### config.mk
export PLATFORM = sky130hd
export DESIGN_NAME = bank_access_unit
export DESIGN_NICKNAME = d
export VERILOG_FILES = /design/src/rtl/bau_pkg.sv /design/src/rtl/bau_ctrl.sv /design/src/rtl/bau_datapath.sv /design/src/rtl/bank_access_unit.sv
export SDC_FILE = /design/constraint.sdc
export NUM_CORES = 1
export LEC_CHECK = 0
export ABC_AREA = 1
export BUFFER_PORTS_ARGS = -buffer_cell sky130_fd_sc_hd__buf_2
export CORE_MARGIN = 8
export CORE_UTILIZATION = 60
export DETAILED_ROUTE_END_ITERATION = 10
export MAX_ROUTING_LAYER = met4
export PLACE_DENSITY = 0.87
export SYNTH_ARGS = -nofsm -noshare
export SYNTH_HDL_FRONTEND = slang
export SYNTH_HIERARCHICAL = 1
export SYNTH_SLANG_ARGS = --single-unit
### constraint.sdc
create_clock -name clk -period 3.9 [get_ports clk]
set_input_delay 0.975 -clock clk [delete_from_list [all_inputs] [get_ports clk]]
set_output_delay 0.975 -clock clk [all_outputs]
set_load 0.005 [all_outputs]
### src/rtl/bau_pkg.sv
package bau_pkg;
  localparam int LANES  = 4;
  localparam int LANE_W = 8;
  localparam int WORD_W = LANES * LANE_W;
  localparam int OFF_W  = $clog2(LANES);

  typedef struct packed {
    logic accept;   // capture a new request
    logic issue;    // a bank cycle is driven this cycle
    logic second;   // this bank cycle is the upper-row half
    logic capture;  // hold the read bytes of the lower-row half
    logic finish;   // merged result / completion visible
  } ctrl_strobe_t;
endpackage

### src/rtl/bau_ctrl.sv
module bau_ctrl
  import bau_pkg::*;
(
  input  logic         clk,
  input  logic         rst_n,
  input  logic         reqValid,
  input  logic         needSplit,
  output ctrl_strobe_t strobe,
  output logic         busy,
  output logic         done
);
  typedef enum logic [1:0] {ST_IDLE, ST_FIRST, ST_SECOND, ST_DONE} state_e;
  state_e state, stateNext;
  logic   canAccept;

  assign canAccept = (state == ST_IDLE) || (state == ST_DONE);

  always_comb begin
    stateNext = state;
    unique case (state)
      ST_IDLE:   if (reqValid) stateNext = ST_FIRST;
      ST_FIRST:  stateNext = needSplit ? ST_SECOND : ST_DONE;
      ST_SECOND: stateNext = ST_DONE;
      ST_DONE:   stateNext = reqValid ? ST_FIRST : ST_IDLE;
      default:   stateNext = ST_IDLE;
    endcase
  end

  always_ff @(posedge clk) begin
    if (!rst_n) state <= ST_IDLE;
    else        state <= stateNext;
  end

  always_comb begin
    strobe.accept  = reqValid && canAccept;
    strobe.issue   = (state == ST_FIRST) || (state == ST_SECOND);
    strobe.second  = (state == ST_SECOND);
    strobe.capture = (state == ST_SECOND);
    strobe.finish  = (state == ST_DONE);
  end

  assign busy = strobe.issue;
  assign done = strobe.finish;
endmodule

### src/rtl/bau_datapath.sv
module bau_datapath
  import bau_pkg::*;
#(
  parameter int ADDR_W = 8,
  localparam int ROW_W = ADDR_W - OFF_W
)(
  input  logic                     clk,
  input  logic                     rst_n,
  input  ctrl_strobe_t             strobe,
  input  logic                     reqWrite,
  input  logic [1:0]               reqSize,
  input  logic                     reqSigned,
  input  logic [ADDR_W-1:0]        reqAddr,
  input  logic [WORD_W-1:0]        reqWdata,
  input  logic                     bigEndian,
  input  logic [WORD_W-1:0]        bankRdata,
  output logic                     needSplit,
  output logic [ROW_W-1:0]         bankRow,
  output logic [LANES-1:0]         bankEn,
  output logic [LANES-1:0]         bankWe,
  output logic [WORD_W-1:0]        bankWdata,
  output logic [WORD_W-1:0]        rdData
);
  localparam int CNT_W = OFF_W + 1;
  localparam int POS_W = OFF_W + 2;

  // captured request
  logic              aWrite, aSigned, aBig;
  logic [CNT_W-1:0]  aCount;
  logic [OFF_W-1:0]  aOff;
  logic [ROW_W-1:0]  aRow;
  logic [WORD_W-1:0] aWdata;
  logic [CNT_W-1:0]  reqCount;

  always_comb begin
    unique case (reqSize)
      2'b00:   reqCount = CNT_W'(1);
      2'b01:   reqCount = CNT_W'(2);
      default: reqCount = CNT_W'(LANES);
    endcase
  end

  always_ff @(posedge clk) begin
    if (!rst_n) begin
      aWrite  <= 1'b0;
      aSigned <= 1'b0;
      aBig    <= 1'b0;
      aCount  <= CNT_W'(1);
      aOff    <= '0;
      aRow    <= '0;
      aWdata  <= '0;
    end else if (strobe.accept) begin
      aWrite  <= reqWrite;
      aSigned <= reqSigned;
      aBig    <= bigEndian;
      aCount  <= reqCount;
      aOff    <= reqAddr[OFF_W-1:0];
      aRow    <= reqAddr[ADDR_W-1:OFF_W];
      aWdata  <= reqWdata;
    end
  end

  assign needSplit = (POS_W'(aOff) + POS_W'(aCount)) > POS_W'(LANES);
  assign bankRow   = aRow + ROW_W'(strobe.second);

  // per-lane steering
  logic [LANES-1:0]            laneHit;
  logic [LANES-1:0][OFF_W-1:0] laneIdx;

  for (genvar b = 0; b < LANES; b++) begin : g_lane
    logic [POS_W-1:0] lanePos;
    logic [CNT_W-1:0] revPos;

    assign lanePos = POS_W'(b) + (strobe.second ? POS_W'(LANES) : POS_W'(0)) - POS_W'(aOff);
    assign revPos  = aCount - CNT_W'(1) - lanePos[CNT_W-1:0];

    assign laneHit[b] = strobe.issue && (lanePos < POS_W'(aCount));
    assign laneIdx[b] = aBig ? revPos[OFF_W-1:0] : lanePos[OFF_W-1:0];

    assign bankEn[b] = laneHit[b];
    assign bankWe[b] = laneHit[b] && aWrite;
    assign bankWdata[b*LANE_W +: LANE_W] = aWdata[laneIdx[b]*LANE_W +: LANE_W];
  end

  // read gathering
  logic [LANES-1:0]            prevHit;
  logic [LANES-1:0][OFF_W-1:0] prevIdx;
  logic [WORD_W-1:0]           gather;
  logic [WORD_W-1:0]           merged;
  logic [WORD_W-1:0]           extended;

  always_ff @(posedge clk) begin
    if (!rst_n) begin
      prevHit <= '0;
      prevIdx <= '0;
    end else if (strobe.issue) begin
      prevHit <= laneHit;
      prevIdx <= laneIdx;
    end
  end

  always_ff @(posedge clk) begin
    if (!rst_n || strobe.accept) begin
      gather <= '0;
    end else if (strobe.capture) begin
      for (int b = 0; b < LANES; b++) begin
        if (prevHit[b]) gather[prevIdx[b]*LANE_W +: LANE_W] <= bankRdata[b*LANE_W +: LANE_W];
      end
    end
  end

  always_comb begin
    merged = gather;
    for (int b = 0; b < LANES; b++) begin
      if (prevHit[b]) merged[prevIdx[b]*LANE_W +: LANE_W] = bankRdata[b*LANE_W +: LANE_W];
    end
  end

  always_comb begin
    unique case (aCount)
      CNT_W'(1): extended = {{(WORD_W-LANE_W){aSigned & merged[LANE_W-1]}},
                             merged[LANE_W-1:0]};
      CNT_W'(2): extended = {{(WORD_W-2*LANE_W){aSigned & merged[2*LANE_W-1]}},
                             merged[2*LANE_W-1:0]};
      default:   extended = merged;
    endcase
  end

  assign rdData = strobe.finish ? extended : '0;
endmodule

### src/rtl/bank_access_unit.sv
module bank_access_unit
  import bau_pkg::*;
#(
  parameter int ADDR_W = 8
)(
  input  logic                 clk,
  input  logic                 rst_n,
  input  logic                 reqValid,
  input  logic                 reqWrite,
  input  logic [1:0]           reqSize,
  input  logic                 reqSigned,
  input  logic [ADDR_W-1:0]    reqAddr,
  input  logic [31:0]          reqWdata,
  input  logic                 bigEndian,
  output logic                 busy,
  output logic                 done,
  output logic [31:0]          rdData,
  output logic [ADDR_W-3:0]    bankRow,
  output logic [3:0]           bankEn,
  output logic [3:0]           bankWe,
  output logic [31:0]          bankWdata,
  input  logic [31:0]          bankRdata
);
  localparam int ROW_W = ADDR_W - OFF_W;

  ctrl_strobe_t strobe;
  logic         needSplit;

  bau_ctrl u_ctrl (
    .clk       (clk),
    .rst_n     (rst_n),
    .reqValid  (reqValid),
    .needSplit (needSplit),
    .strobe    (strobe),
    .busy      (busy),
    .done      (done)
  );

  bau_datapath #(.ADDR_W(ADDR_W)) u_dp (
    .clk       (clk),
    .rst_n     (rst_n),
    .strobe    (strobe),
    .reqWrite  (reqWrite),
    .reqSize   (reqSize),
    .reqSigned (reqSigned),
    .reqAddr   (reqAddr),
    .reqWdata  (reqWdata),
    .bigEndian (bigEndian),
    .bankRdata (bankRdata),
    .needSplit (needSplit),
    .bankRow   (bankRow),
    .bankEn    (bankEn),
    .bankWe    (bankWe),
    .bankWdata (bankWdata),
    .rdData    (rdData)
  );
endmodule

==> reports/qor.json <==
{
  "gp_congestion": {"value": 1.09},
  "antenna_left": {"value": 0},
  "final.setup.tns": {"value": 0, "unit": "ps"},
  "max_cap_viol_count": {"value": 0},
  "timing.slew.headroom": {"value": 0.602},
  "grt_first_pass_wirelength": {"value": 40300, "unit": "µm"},
  "antenna_found_initial": {"value": 0},
  "synth_area": {"value": 7090, "unit": "µm²"},
  "drt_first_iter_violations": {"value": 939},
  "synth.cells.most_frequent": {"value": "321 x nand2_1, 172 x o21ai_0, 128 x nor2_1"},
  "synth_warnings": {"value": 6},
  "final_max_slew_viol_count": {"value": 0},
  "yosys.cell_types.count": {"value": 39},
  "ffs_w_async_s_r_synth": {"value": 0},
  "io_buffers": {"value": 159},
  "grt_use_total": {"value": 0.323},
  "data_required_time_of_the_critical_path": {"value": 2920, "unit": "ps"},
  "ioPinCount": {"value": 160},
  "synthesis.nets": {"value": 1289},
  "setup_viol": {"value": 0},
  "core_region_area": {"value": 11500, "unit": "µm²"},
  "worst-path-max-fanout": {"value": 21},
  "grt_pass1_vias": {"value": 7895},
  "drtPass1Iterations": {"value": 9},
  "fp-row-count": {"value": 39},
  "grt_overflow": {"value": 0},
  "seq_power_share": {"value": 0.241},
  "cts_hold_buf": {"value": 0},
  "ranking_of_synthesized_cells_by_area": {"value": "dfxtp_1 25%, nand2_1 17%, o21ai_0 12%"},
  "fin_crit": {"value": 3680, "unit": "ps"},
  "areaGrowthSynthToFinish": {"value": 15.6, "unit": "%"},
  "worst_setup_path_end_kind": {"value": "primary output"},
  "peakVddDrop": {"value": 0.508, "unit": "mV"},
  "grt_start_max_net_pins": {"value": 66},
  "routedWlPerCell": {"value": 17.9, "unit": "µm"},
  "synth_edf_count": {"value": 0},
  "timing.hold.worst.class": {"value": "flop to flop"},
  "die_area": {"value": 15600, "unit": "µm²"},
  "fin_worst_skew": {"value": 7.01, "unit": "ps"},
  "fp.dieH": {"value": 125, "unit": "µm"},
  "synth_cells": {"value": 1164},
  "fmax": {"value": 0.272, "unit": "GHz"},
  "timing.critical_path.arrival": {"value": 2700, "unit": "ps"},
  "netSwitchingFraction": {"value": 0.520},
  "worst_pin_slew": {"value": 593, "unit": "ps"},
  "final_layout_size_suffix_gt1_frac": {"value": 0.166},
  "tritoncts_num_sinks": {"value": 90},
  "cts_root_buf": {"value": "clkbuf_16"},
  "count_of_inserted_antenna_diode_cells": {"value": 0},
  "clk-insertion-delay-late": {"value": 350, "unit": "ps"},
  "dr_total_vias": {"value": 8468},
  "cts_made_buffers": {"value": 9},
  "die_w": {"value": 125, "unit": "µm"},
  "clock_tree.htree_level_count": {"value": 3},
  "power-per-cell-area": {"value": 735, "unit": "nW/µm²"},
  "period_share": {"value": 0.942},
  "clk_path_buf_depth": {"value": 2},
  "cts.reportedPaths.clkPinSlew": {"value": 60, "unit": "ps"},
  "tritoncts": {"value": "yes"},
  "power.share.clock": {"value": 0.135},
  "viasPerCell": {"value": 5.87},
  "outcome": {"value": "finished clean"},
  "pwr-share-comb": {"value": 0.624},
  "finalHoldViolations": {"value": 0},
  "yosys_register_bits": {"value": 90},
  "synthDominantAreaCellType": {"value": "dfxtp_1"},
  "timing_worst_setup_path_type": {"value": "flop to primary output"},
  "internal-power": {"value": 0.00289, "unit": "W"},
  "post-synth-top-count-cell": {"value": "nand2_1"},
  "dpl.hpwl": {"value": 20100, "unit": "µm"},
  "p_leak": {"value": 4.07, "unit": "nW"},
  "grt_setup_unrepaired": {"value": "false"},
  "final_util": {"value": 0.715},
  "finalWirelength": {"value": 25800, "unit": "µm"},
  "start_kind": {"value": "flop"},
  "synthFlopType": {"value": "dfxtp_1"},
  "drc_errors": {"value": 0},
  "effective_utilization_at_floorplan": {"value": 0.618},
  "syn_area_per_cell": {"value": 6.09, "unit": "µm²"},
  "regToRegSetupSlack": {"value": 1360, "unit": "ps"},
  "num-nets-final": {"value": 1419},
  "synth_top_area_frac": {"value": 0.254},
  "power_switching": {"value": 0.00313, "unit": "W"},
  "ys_seq_area_frac": {"value": 0.254}
}
## repair_timing
action / 4_1_cts / 5_1_grt
resized for setup: 0 / 1
setup buffers: 0 / 0
setup endpoints to repair: 0 / 16
## layer usage
metal | vias up | global-route usage | share of wire
li1 | 4057 | - | -
met1 | 3742 | 0.370 | 0.38
met2 | 556 | 0.518 | 0.46
met3 | 113 | 0.0672 | 0.099
met4 | 0 | 0.174 | 0.060
met5 | - | - | 0
## final timing paths
path | start | end | cells after the start
min | u_dp/aWdata[8]$_SDFFE_PN0P_ | u_dp/aWdata[8]$_SDFFE_PN0P_ | 2
min reg2reg | u_dp/aWdata[8]$_SDFFE_PN0P_ | u_dp/aWdata[8]$_SDFFE_PN0P_ | 2
max | u_dp/aOff[0]$_SDFFE_PN0P_ | bankWdata[14] | 10
max reg2reg | u_ctrl/state[0]$_SDFFE_PN0P_ | u_dp/aCount[0]$_SDFFE_PN1P_ | 10
## power by group through the flow
stage          clock network, W  logic [W]  registers (W)
2_1_floorplan                 0    0.00258        0.00138
4_1_cts                0.000830    0.00367        0.00144
3_5_place_dp                  0    0.00364        0.00146
5_1_grt                0.000865    0.00417        0.00148
6_report               0.000815    0.00376        0.00145
3_3_place_gp                  0    0.00358        0.00144
## worst max-delay path, stage by stage (launching register included)
cell and delay [ps]:
dfxtp_1 410, inv_1 150, ha_1 340, nand2_1 60, nand2_1 100, buf_4 250, inv_1 260, o21ai_0 320
nand2_1 100, o21ai_0 170, buf_2 190
## placed cells by master (no fill, tap or decap), types with 7 or more instances in the layout
cell       instances
buf_4             15
inv_1            102
buf_2            159
o31ai_1           15
ha_1              42
o21bai_1           7
nor2_1           127
a21oi_1           90
mux2i_1           16
inv_2              7
dfxtp_1           90
nand3_1           48
clkbuf_16          9
nand2_1          321
nor3_1            12
a31oi_1            8
o21ai_0          172
## area by class of cell
class / count / area (µm²)
clock inverters: 7 / 52.6
well taps: 143 / 179
fillers: 1003 / 3270
flip-flops and latches: 90 / 1800
clock buffers: 9 / 225
repair buffers: 174 / 908
inverters: 113 / 424
multi-input cells: 906 / 4610
## flip-flops by register name, summed over array words and instances (netlist names)
signal / cells
u_dp/aWdata: 32
u_dp/gather: 32
u_dp/aRow: 6
u_dp/prevIdx: 6
u_dp/prevHit: 4
u_dp/aCount: 3
u_ctrl/state: 2
u_dp/aOff: 2
u_dp/aBig: 1
u_dp/aSigned: 1
u_dp/aWrite: 1
## stage by stage
stage	area (µm²)	setup slack (ps)	total power, W	hold slack (ps)	std cells
after floorplan	7090	908	0.00396	440	1164
after global placement	7920	666	0.00503	458	1426
after detailed placement	7920	577	0.00510	463	1426
after CTS	8200	188	0.00594	477	1442
after global routing	8200	29.6	0.00651	507	1442
final	8200	224	0.00603	479	1442
## cell families after synthesis
family                     after synthesis  share of synthesized area
DFF                                     90                      0.254
muxes                                   16                     0.0226
xor gates and xnor gates                 7                    0.00865
and+or+nand+nor                        536                      0.311
adders and majority gates               45                     0.0815
buffers and inverters                  168                     0.0969
AOI/OAI and AO/OA                      302                      0.226
(Power assumes the default switching activity.)
